===== config.mk =====
export PLATFORM = sky130hd
export DESIGN_NAME = fbridge_burst
export DESIGN_NICKNAME = d
export VERILOG_FILES = /design/src/rtl/fbridge_pkg.sv /design/src/rtl/fbridge_ctrl.sv /design/src/rtl/fbridge_dp.sv /design/src/rtl/fbridge_burst.sv
export SDC_FILE = /design/constraint.sdc
export NUM_CORES = 1
export LEC_CHECK = 0
export ABC_CLOCK_PERIOD_IN_PS = 3580
export CORE_MARGIN = 1
export CORE_UTILIZATION = 55
export DETAILED_ROUTE_END_ITERATION = 8
export MAX_ROUTING_LAYER = met4
export PLACE_DENSITY = 0.77
export SLEW_MARGIN = 20
export SYNTH_ARGS = -nofsm -noshare
export SYNTH_HDL_FRONTEND = slang
export SYNTH_SLANG_ARGS = --single-unit

===== constraint.sdc =====
create_clock -name clk -period 3.58 [get_ports clk]
set_input_delay 0.716 -clock clk [delete_from_list [all_inputs] [get_ports clk]]
set_output_delay 0.716 -clock clk [all_outputs]
set_load 0.02 [all_outputs]

===== src/rtl/fbridge_pkg.sv =====
package fbridge_pkg;
  typedef struct packed {
    logic load;    // capture settings, clear counters
    logic run;     // burst active this clock
    logic finish;  // final clock of the burst
  } ctlStrobe_t;
endpackage


===== src/rtl/fbridge_ctrl.sv =====
module fbridge_ctrl
  import fbridge_pkg::*;
#(
  parameter int CYC_W = 12
) (
  input  logic             clk,
  input  logic             rstN,
  input  logic             startIn,
  input  logic [CYC_W-1:0] cfgCycles,
  input  logic             lastTick,
  output ctlStrobe_t       strobes
);
  typedef enum logic {ST_IDLE, ST_RUN} state_t;
  state_t state, stateNext;

  always_comb begin
    strobes.load   = (state == ST_IDLE) && startIn && (cfgCycles != '0);
    strobes.run    = (state == ST_RUN);
    strobes.finish = (state == ST_RUN) && lastTick;
    stateNext = state;
    if (strobes.load)        stateNext = ST_RUN;
    else if (strobes.finish) stateNext = ST_IDLE;
  end

  always_ff @(posedge clk or negedge rstN) begin
    if (!rstN) state <= ST_IDLE;
    else       state <= stateNext;
  end
endmodule


===== src/rtl/fbridge_dp.sv =====
module fbridge_dp
  import fbridge_pkg::*;
#(
  parameter int PER_W    = 16,
  parameter int CYC_W    = 12,
  parameter int MIN_DEAD = 4
) (
  input  logic             clk,
  input  logic             rstN,
  input  ctlStrobe_t       strobes,
  input  logic [PER_W-1:0] cfgPeriod,
  input  logic [PER_W-1:0] cfgDead,
  input  logic [PER_W-1:0] cfgTrim,
  input  logic [CYC_W-1:0] cfgCycles,
  output logic             lastTick,
  output logic             bridgeHi,
  output logic             bridgeLo,
  output logic             bridgeEn,
  output logic             burstDone
);
  localparam int EXT_W = PER_W + 1;
  localparam logic [PER_W-1:0] DEAD_FLOOR = PER_W'(MIN_DEAD);
  localparam logic [PER_W-1:0] PER_FLOOR  = PER_W'(4 * MIN_DEAD);

  logic [PER_W-1:0] perLat, deadLat, trimLat, phase;
  logic [CYC_W-1:0] cycLat, cycCnt;
  logic [PER_W-1:0] deadEff, perEff;
  logic             phaseWrap;
  logic [EXT_W-1:0] phaseX, halfX, tailX;
  logic             hiWin, loWin;

  // clamp settings on capture
  assign deadEff = (cfgDead   < DEAD_FLOOR) ? DEAD_FLOOR : cfgDead;
  assign perEff  = (cfgPeriod < PER_FLOOR)  ? PER_FLOOR  : cfgPeriod;

  always_ff @(posedge clk or negedge rstN) begin
    if (!rstN) begin
      perLat  <= PER_FLOOR;
      deadLat <= DEAD_FLOOR;
      trimLat <= '0;
      cycLat  <= '0;
    end else if (strobes.load) begin
      perLat  <= perEff;
      deadLat <= deadEff;
      trimLat <= cfgTrim;
      cycLat  <= cfgCycles;
    end
  end

  assign phaseWrap = (phase == perLat - PER_W'(1));
  assign lastTick  = phaseWrap && (cycCnt == cycLat - CYC_W'(1));

  always_ff @(posedge clk or negedge rstN) begin
    if (!rstN) begin
      phase  <= '0;
      cycCnt <= '0;
    end else if (strobes.load) begin
      phase  <= '0;
      cycCnt <= '0;
    end else if (strobes.run) begin
      if (phaseWrap) begin
        phase  <= '0;
        cycCnt <= cycCnt + CYC_W'(1);
      end else begin
        phase  <= phase + PER_W'(1);
      end
    end
  end

  // drive windows inside one carrier period
  assign phaseX = {1'b0, phase};
  assign halfX  = {2'b0, perLat[PER_W-1:1]};
  assign tailX  = phaseX + {1'b0, trimLat};
  assign hiWin  = (phase >= deadLat) && (tailX < halfX);
  assign loWin  = (phaseX >= halfX + {1'b0, deadLat}) && (tailX < {1'b0, perLat});

  always_ff @(posedge clk or negedge rstN) begin
    if (!rstN) begin
      bridgeHi  <= 1'b0;
      bridgeLo  <= 1'b0;
      bridgeEn  <= 1'b0;
      burstDone <= 1'b0;
    end else begin
      bridgeHi  <= strobes.run && hiWin;
      bridgeLo  <= strobes.run && loWin;
      bridgeEn  <= strobes.run;
      burstDone <= strobes.finish;
    end
  end
endmodule


===== src/rtl/fbridge_burst.sv =====
module fbridge_burst
  import fbridge_pkg::*;
#(
  parameter int PER_W    = 16,
  parameter int CYC_W    = 12,
  parameter int MIN_DEAD = 4
) (
  input  logic             clk,
  input  logic             rstN,
  input  logic             startIn,
  input  logic [PER_W-1:0] cfgPeriod,
  input  logic [PER_W-1:0] cfgDead,
  input  logic [PER_W-1:0] cfgTrim,
  input  logic [CYC_W-1:0] cfgCycles,
  output logic             bridgeHi,
  output logic             bridgeLo,
  output logic             bridgeEn,
  output logic             burstDone
);
  ctlStrobe_t strobes;
  logic       lastTick;

  fbridge_ctrl #(.CYC_W(CYC_W)) u_ctrl (
    .clk(clk), .rstN(rstN), .startIn(startIn), .cfgCycles(cfgCycles),
    .lastTick(lastTick), .strobes(strobes)
  );

  fbridge_dp #(.PER_W(PER_W), .CYC_W(CYC_W), .MIN_DEAD(MIN_DEAD)) u_dp (
    .clk(clk), .rstN(rstN), .strobes(strobes),
    .cfgPeriod(cfgPeriod), .cfgDead(cfgDead), .cfgTrim(cfgTrim), .cfgCycles(cfgCycles),
    .lastTick(lastTick), .bridgeHi(bridgeHi), .bridgeLo(bridgeLo),
    .bridgeEn(bridgeEn), .burstDone(burstDone)
  );
endmodule


# ---- After elaboration in Yosys (flattened, before gate mapping)
# Index checks and enable logic that the tools add are counted.
dict set report classes {
  muxes 10
  addsub 6
  n_reduce_logical 13
  order_cmp 6
  bitwise 1
  n_eq_ne 2
}
# operator n
set op_table {}
lappend op_table {{16-bit 2-to-1 mux} 5}
lappend op_table {{12-bit 2-to-1 mux} 3}
lappend op_table {{15-bit by 16-bit adder with 17-bit output} 1}
lappend op_table {{16-bit by 16-bit adder with 17-bit output} 1}
lappend op_table {{16-bit by 17-bit >= comparator with 1-bit output} 1}
lappend op_table {{17-bit by 15-bit less-than comparator with 1-bit output} 1}
lappend op_table {{17-bit by 16-bit less-than comparator with 1-bit output} 1}
lappend op_table {{16-bit by 1-bit adder with 16-bit output, second input constant} 1}
lappend op_table {{16-bit equality test} 1}
lappend op_table {{16-bit >= comparator} 1}
lappend op_table {{16-bit by 3-bit less-than comparator with 1-bit output, second input constant} 1}
lappend op_table {{16-bit by 5-bit less-than comparator with 1-bit output, second input constant} 1}
lappend op_table {{16-bit by 1-bit subtractor with 16-bit output, second input constant} 1}
lappend op_table {{12-bit by 1-bit adder with 12-bit output, second input constant} 1}
lappend op_table {{12-bit equality test} 1}
lappend op_table {{12-bit nonzero test} 1}
lappend op_table {{12-bit by 1-bit subtractor with 12-bit output, second input constant} 1}
lappend op_table {{1-bit logical AND} 8}
lappend op_table {{2-bit nonzero test} 3}
lappend op_table {{1-bit 2-to-1 mux} 2}
lappend op_table {{2-bit AND reduction} 1}
lappend op_table {{1-bit NOT} 1}
dict set report totals {
  register_bits 93
  output_inout_bits 4
}

# ---- Logic depth before layout (Yosys ltp)
# Gate-level depths: netlist of run 1.
dict set report logic_depth {
  word_depth 6
  ltp_mapped 17
}

# ---- Cells and area by module
# Synthesis of run 1 repeated with hierarchy kept, for this count alone.
dict set report unflattened {
  hier_cells 843
  hier_area_um2 7468.4
}
# module cells_each area_per_inst_um2 instances
set by_module_without_submodules {}
lappend by_module_without_submodules {fbridge_dp 831 7379.6 1}
lappend by_module_without_submodules {fbridge_ctrl 12 88.8 1}

# ---- Worst setup path after synthesis of run 1
# No wires, ideal clock.
dict set report synth_path {
  path_type {register to register}
  from {register u_dp.phase[5]}
  to {register u_dp.bridgeLo}
  setup_slack_ps 455
  path_stages_with_launch 14
  t_arrival_ps 3039
  n_path_buf 0
  setup_time_ps 86
  cell_sequence {dfrtp_1 -> ha_1 -> o21a_1 -> o21a_1 -> or2_2 -> o2111ai_1 -> nand2_1 -> a311oi_1 -> xnor2_1 -> ha_1 -> a21o_1 -> a221oi_1 -> nand2_1 -> nor3_1}
}
dict set report synth_via {
  elab_chain_len 4
  word_cells_on_any_way 5
  classes_between {1 x add/sub; 2 x order compare; 2 x reduce/logical}
}
# item line_no
set synth_lines {}
lappend synth_lines {{start, declared} fbridge_dp.sv:25} ;# logic [PER_W-1:0] perLat, deadLat, trimLat, phase;
lappend synth_lines {{start signal, assigned} fbridge_dp.sv:65} ;# phase <= phase + PER_W'(1);
lappend synth_lines {{16-bit by 16-bit adder with 17-bit output} fbridge_dp.sv:73} ;# assign tailX = phaseX + {1'b0, trimLat};
lappend synth_lines {{17-bit by 16-bit less-than comparator with 1-bit output} fbridge_dp.sv:75} ;# assign loWin = (phaseX >= halfX + {1'b0, deadLat}) && (tailX < {1'b0, perLat});
lappend synth_lines {{1-bit logical AND *} fbridge_dp.sv:75}
lappend synth_lines {{1-bit logical AND *} fbridge_dp.sv:85} ;# bridgeLo <= strobes.run && loWin;
lappend synth_lines {{end signal, assigned} fbridge_dp.sv:85}
lappend synth_lines {{end, declared} fbridge_dp.sv:17} ;# output logic bridgeLo,
# Mark *: on every way between the ends. The rest lies on a longest branch, timed or not.
# A chain may end at the register's enable or synchronous reset.

# ---- Worst setup path in the final report of run 1
dict set report layout_path {
  from {register u_dp.perLat[1]}
  to {register u_dp.bridgeLo}
}
dict set report layout_via {
  elab_chain_len 4
  word_cells_on_any_way 5
  classes_between {1 x add/sub; 2 x order compare; 2 x reduce/logical}
}
# item line_no
set layout_lines {}
lappend layout_lines {{start, declared} fbridge_dp.sv:25}
lappend layout_lines {{start signal, assigned} fbridge_dp.sv:43} ;# perLat <= perEff;
lappend layout_lines {{15-bit by 16-bit adder with 17-bit output} fbridge_dp.sv:75}
lappend layout_lines {{16-bit by 17-bit >= comparator with 1-bit output} fbridge_dp.sv:75}
lappend layout_lines {{1-bit logical AND *} fbridge_dp.sv:75}
lappend layout_lines {{1-bit logical AND *} fbridge_dp.sv:85}
# Marked as above.

==> flow_summary_export.csv, run 1 <==
group,metric,value,unit
placement,place_congestion,0.911,
worst_hold_path,holdCritPathClass,"input pin to asynchronous set/reset pin",
critical_path,r2r-start,"u_dp.perLat[1]$_DFFE_PN0P_",
route,avgViaCountPerCell,5.76,
critical_path,end_kind,"flip-flop",
timing,holdWs,414,ps
grt,grt_pass1_wl,29.2,mm
timing,tightestPinTransition,764,ps
timing,slew_headroom,0.491,
yosys,synth_area,0.00722,sq mm
finish,final_cell_mix,"133 x nand2_1, 96 x ha_1, 91 x dfrtp_1, 65 x clkdlybuf4s50_1, 57 x o21ai_0",
placement,dpl.hpwl,13.8,mm
route,totalWireLength,17.9,mm
critical_path,crit_family,"compound AO/OA/AOI/OAI gates",
yosys,ys_async_sr_fraction,1.00,
power,intPower,0.00264,W
grt,grt_max_degree,60,
route,wire_per_inst,16.4,um
critical_path,path_depth,17,
finish,mostFrequentLayoutCell,"nand2_1",
critical_path,critPathKind,"flip-flop to flip-flop",
floorplan,fp.coreArea,0.0127,sq mm
clock_network,numCtsBuffers,9,
floorplan,die_h,117,um
timing,min_period,3390,ps
grt,grt_usage,0.289,
critical_path,r2r_end,"u_dp.bridgeLo$_DFF_PN0_",
timing,post-route-period-util,0.947,
timing,fmaxAchievable,295,MHz
power,pwr-share-seq,0.308,
yosys,yosys_warnings,0,
route,dr.pass1.iters,5,
yosys,synth_ff_type,"dfrtp_1",
yosys,synth_edf_count,0,
yosys,syn-num-nets,1000,
clock_network,cts-root-buf,"clkbuf_16",
clock_network,cts_tree,"done",
grt,grt_overflow,0,
timing,finalSetupViolations,0,
clock_network,clock-sinks,93,
route,drcViolationCount,0,
timing,maxSlewViolCount,0,
yosys,synth_simple_gate_area_frac,0.204,
power,fin_total_pwr,0.00422,W
critical_path,cp_slowest_stage_delay,420,ps
power,p_sw,0.00158,W
power,power.density,493,mW/mm^2
critical_path,slowest_stage,"dfrtp_1",
finish,final_nets,1078,
grt,antenna_found_initial,0,
floorplan,rows,41,
power,power.leakage,4.12,nW
route,ant_nets,0,
yosys,synthCells,839,
run_status,outcome,"complete, no violations",
yosys,syn_avg_cell_area,8.61,sq um
yosys,synthMuxAreaShare,0.0100,
yosys,synth_seq_cells,93,
yosys,ys_seq_area_frac,0.323,
floorplan,die_x,117,um
finish,syn2layout_area_growth,18.6,%
timing,hold_viol,0,
power,ir_drop,0.000399,V
critical_path,crit_chain,"ha_1 > fa_1 > a21o_1 > a21oi_2 > nand2b_1 > a21oi_1 > a21oi_1 > xor2_1 > ha_1 > nand4_1 > nor2_1 > nor3_2 > o311ai_2 > a221oi_1 > o21ai_1 > nand2_1 > nor3_1",
finish,diodes,0,
critical_path,startpoint_type,"flip-flop",
power,p_comb_frac,0.442,
floorplan,die-area,0.0136,sq mm
critical_path,critical_path_peak_fanout,5,
critical_path,path_buf_inv,0,
grt,grt_pass1_vias,6117,
route,drtIter0Drc,328,
critical_path,worstPathRequired,3810,ps
critical_path,worstPathArrival,3620,ps
critical_path,rrSetupSlack,190,ps
route,num_vias,6297,
clock_network,htree_num_levels,3,
yosys,yosysUniqueCellTypes,57,
finish,fin_util,0.673,
timing,timing.setup.tns,0,ps
yosys,synth_fa_ha_area_frac,0.172,
placement,io_buffers,66,
power,clkPwrFrac,0.250,
timing,rsz0062_at_grt,"true",
yosys,synth_top_family_by_area,"simple AND/OR/NAND/NOR gates",
clock_network,clk_pin_slew,70,ps
timing,skew,7.51,ps
critical_path,r2r_cells,17,
floorplan,ios,67,
floorplan,start_util,0.568,
power,netSwitchingFraction,0.374,
yosys,synth-compound-area-share,0.164,
yosys,synth_xor_area_frac,0.0885,
clock_network,cts_buffer_depth,2,
clock_network,clock_latency,360,ps
job,max_cap_violations,0,
finish,drive_above_1_share,0.0672,
[cells in the mapped netlist, types with 17 or more instances]
library cell	count	area (sq um)
nand2_1	133	499
ha_1	96	1200
dfrtp_1	91	2280
o21ai_0	60	300
inv_1	50	188
a21oi_1	46	230
nor2_1	42	158
xnor2_1	39	342
xor2_1	34	298
a21o_1	23	173
nand3_1	20	100
nand4_1	17	106
[cell families after synthesis]
family,count (synthesis)
and+or+nand+nor,308
AOI/OAI and AO/OA,189
adders and majority gates,98
DFF,93
xor gates and xnor gates,73
buffers and inverters,71
muxes,7
[power groups by stage]
stage / sequential [W] / clock (W) / combinational, W
global route: 0.00131 / 0.00112 / 0.00211
detailed placement: 0.00132 / 0 / 0.00178
finish: 0.00130 / 0.00106 / 0.00186
global placement: 0.00131 / 0 / 0.00173
floorplan: 0.00133 / 0 / 0.00123
CTS: 0.00130 / 0.00107 / 0.00181
[final cells by class]
| class | instances | area, sq um |
|---|---|---|
| clock buffer | 9 | 225 |
| clock inverter | 7 | 97.6 |
| multi-input combinational | 675 | 4670 |
| fill | 1084 | 4160 |
| sequential | 93 | 2330 |
| inverter | 50 | 188 |
| timing repair buffer | 88 | 836 |
| tap | 172 | 215 |
[state kept, by name, summed over array words and instances, names as in the netlist]
name,count
u_dp.bridgeHi,1
u_dp.trimLat,16
u_ctrl.state,1
u_dp.bridgeEn,1
u_dp.phase,16
u_dp.burstDone,1
u_dp.deadLat,16
u_dp.cycLat,12
u_dp.perLat,16
u_dp.bridgeLo,1
u_dp.cycCnt,12
[per-layer routing]
| layer | wire length [um] | track usage | vias up |
|---|---|---|---|
| met5 | 0 | - | - |
| met1 | 8180 | 0.358 | 2997 |
| li1 | - | - | 3145 |
| met3 | 598 | 0.0581 | 29 |
| met2 | 8740 | 0.474 | 126 |
| met4 | 408 | 0.0920 | 0 |
[how the worst max path moves through the flow]
stage | startpoint | end | slack, ps
floorplan | u_dp.phase[5]$_DFFE_PN0P_ | u_dp.bridgeLo$_DFF_PN0_ | 460
global placement | u_dp.perLat[1]$_DFFE_PN0P_ | u_dp.bridgeLo$_DFF_PN0_ | 190
detailed placement | u_dp.perLat[1]$_DFFE_PN0P_ | u_dp.bridgeLo$_DFF_PN0_ | 140
CTS | u_dp.perLat[1]$_DFFE_PN0P_ | u_dp.bridgeLo$_DFF_PN0_ | 100
global route | u_dp.perLat[1]$_DFFE_PN0P_ | u_dp.bridgeLo$_DFF_PN0_ | -40
finish | u_dp.perLat[1]$_DFFE_PN0P_ | u_dp.bridgeLo$_DFF_PN0_ | 190
[timing repair]
item                       4_1_cts  5_1_grt
setup buffers                    0        0
resized for setup                0       14
setup endpoints to repair        0       19
hold buffers                     0        0
[stage by stage]
step / setup slack [ps] / std cells / cell area, sq um
3_3_place_gp: 192 / 1078 / 8180
3_5_place_dp: 144 / 1078 / 8180
4_1_cts: 100 / 1094 / 8510
6_report: 189 / 1094 / 8560
5_1_grt: -42.9 / 1094 / 8560
2_1_floorplan: 455 / 839 / 7220
No activity file was read; power rests on OpenSTA's default activity.
==> run 2: changes to the inputs <==
--- a/config.mk
+++ b/config.mk
@@ -10,7 +10,7 @@
 export CORE_UTILIZATION = 55
 export DETAILED_ROUTE_END_ITERATION = 8
 export MAX_ROUTING_LAYER = met4
-export PLACE_DENSITY = 0.77
+export PLACE_DENSITY = 0.86
 export SLEW_MARGIN = 20
 export SYNTH_ARGS = -nofsm -noshare
 export SYNTH_HDL_FRONTEND = slang
==> flow_summary_export.csv, run 2 (same netlist as run 1, synthesis figures left out) <==
group,metric,value,unit
finish,final_nets,1079,
critical_path,startpoint_type,"flip-flop",
timing,skew,15.8,ps
power,clkPwrFrac,0.243,
job,max_cap_violations,0,
timing,maxSlewViolCount,0,
timing,finalSetupViolations,0,
placement,place_inst,1078,
floorplan,die-area,0.0136,sq mm
power,ir_drop,0.000275,V
route,wire_per_inst,16.5,um
route,drcViolationCount,0,
finish,final-instance-count-excl-fill,1095,
clock_network,numCtsBuffers,9,
power,power.density,486,mW/mm^2
timing,tightestPinTransition,799,ps
critical_path,rrSetupSlack,200,ps
route,drtIter0Drc,317,
power,p_comb_frac,0.441,
finish,fill_cells,1072,
floorplan,die_h,117,um
clock_network,cts_tree,"done",
power,fin_total_pwr,0.00415,W
finish,mostFrequentLayoutCell,"nand2_1",
route,avgViaCountPerCell,5.87,
floorplan,ios,67,
grt,antenna_found_initial,0,
floorplan,die_x,117,um
power,intPower,0.00259,W
placement,dpl.hpwl,14.1,mm
floorplan,fp.coreArea,0.0127,sq mm
critical_path,critPathKind,"flip-flop to flip-flop",
grt,grt_usage,0.286,
critical_path,end_kind,"flip-flop",
critical_path,critical_path_peak_fanout,3,
power,netSwitchingFraction,0.376,
floorplan,start_util,0.568,
timing,min_period,3380,ps
power,power.leakage,4.10,nW
clock_network,clock-sinks,93,
critical_path,r2r-start,"u_dp.deadLat[0]$_DFFE_PN0P_",
clock_network,htree_num_levels,3,
grt,grt_overflow,0,
timing,rsz0062_at_grt,"true",
route,ant_nets,0,
route,num_vias,6423,
clock_network,cts-root-buf,"clkbuf_16",
power,pwr-share-seq,0.317,
placement,place_congestion,0.946,
timing,post-route-period-util,0.943,
route,dr.pass1.iters,5,
grt,grt_pass1_vias,6287,
critical_path,worstPathRequired,3810,ps
grt,grt_pass1_wl,28.9,mm
timing,slew_headroom,0.468,
route,totalWireLength,18.0,mm
timing,fmaxAchievable,296,MHz
floorplan,rows,41,
clock_network,clock_latency,370,ps
clock_network,postCtsHoldBufs,0,
worst_hold_path,holdCritPathClass,"input pin to asynchronous set/reset pin",
placement,io_buffers,66,
clock_network,clk_pin_slew,70,ps
critical_path,r2r_cells,16,
critical_path,r2r_end,"u_dp.bridgeLo$_DFF_PN0_",
finish,diodes,0,
finish,drive_above_1_share,0.0628,
timing,timing.setup.tns,0,ps
run_status,outcome,"complete, no violations",
grt,grt_max_degree,61,
critical_path,worstPathArrival,3610,ps
clock_network,cts_buffer_depth,2,
power,p_sw,0.00156,W
timing,hold_viol,0,
finish,syn2layout_area_growth,18.3,%
finish,final_cell_mix,"133 x nand2_1, 96 x ha_1, 91 x dfrtp_1, 65 x clkdlybuf4s50_1, 58 x o21ai_0",
## run 2: cell types whose count changed in the layout (fill, tap and decap cells not counted), sizes merged
cell / previous run / this run
buf: 23 / 24
bufinv: 2 / 1
clkbuf: 9 / 11
clkinvlp: 2 / 1
## run 2: timing repair
action	in CTS	in global routing
buffers inserted	0	1
pin swaps	0	3
resized for setup	1	10
endpoints found under the setup margin	1	13
## run 2: how the worst max path moves through the flow
stage / cells past startpoint / end / start
final: 16 / u_dp.bridgeLo$_DFF_PN0_ / u_dp.deadLat[0]$_DFFE_PN0P_
after global routing: 17 / u_dp.bridgeLo$_DFF_PN0_ / u_dp.deadLat[0]$_DFFE_PN0P_
after CTS: 17 / u_dp.bridgeLo$_DFF_PN0_ / u_dp.perLat[1]$_DFFE_PN0P_
after detailed placement: 17 / u_dp.bridgeLo$_DFF_PN0_ / u_dp.perLat[1]$_DFFE_PN0P_
after global placement: 17 / u_dp.bridgeLo$_DFF_PN0_ / u_dp.perLat[1]$_DFFE_PN0P_
after floorplan: 13 / u_dp.bridgeLo$_DFF_PN0_ / u_dp.phase[5]$_DFFE_PN0P_
## run 2: critical path, stage by stage (launching register included)
cell	delay [ps]
dfrtp_1	400
ha_1	240
fa_2	360
a21o_1	180
a21oi_2	150
nand2b_1	140
a21oi_1	120
a31o_2	280
a21oi_1	210
xor2_1	100
ha_1	180
a21o_1	150
a21o_1	160
a221oi_1	340
o21ai_1	120
nand2_1	80
nor3_1	50
## run 2: metal layers
metal  track usage  up-vias  part of all wire
met4         0.130        0             0.030
met2         0.482      192              0.49
met5             -        -                 0
met1         0.334     3050              0.43
met3        0.0498       40             0.049
li1              -     3141                 -
## run 2: stage by stage
stage          cell area [sq um]   util  hold WS (ps)  worst slack (ps)
2_1_floorplan               7220      -           407               455
3_3_place_gp                8180  0.643           469               187
3_5_place_dp                8180  0.643           465              94.7
4_1_cts                     8490  0.668           466              72.6
5_1_grt                     8540  0.671           508             -60.9
6_report                    8540  0.671           438               203
## run 2: final cells by class
class,instances,area (sq um),area share
timing repair buffer,89,843,0.0987
inverter,50,188,0.0220
sequential,93,2330,0.273
multi-input combinational,675,4660,0.545
tap,172,215,0.0252
clock buffer,11,243,0.0284
clock inverter,5,66.3,0.00776
## run 2: power by group through the flow
stage	Combinational (W)	Sequential, W	Clock, W
finish	0.00183	0.00131	0.00101
global route	0.00206	0.00133	0.00106
CTS	0.00179	0.00131	0.00103
detailed placement	0.00178	0.00133	0
global placement	0.00170	0.00132	0
floorplan	0.00123	0.00133	0
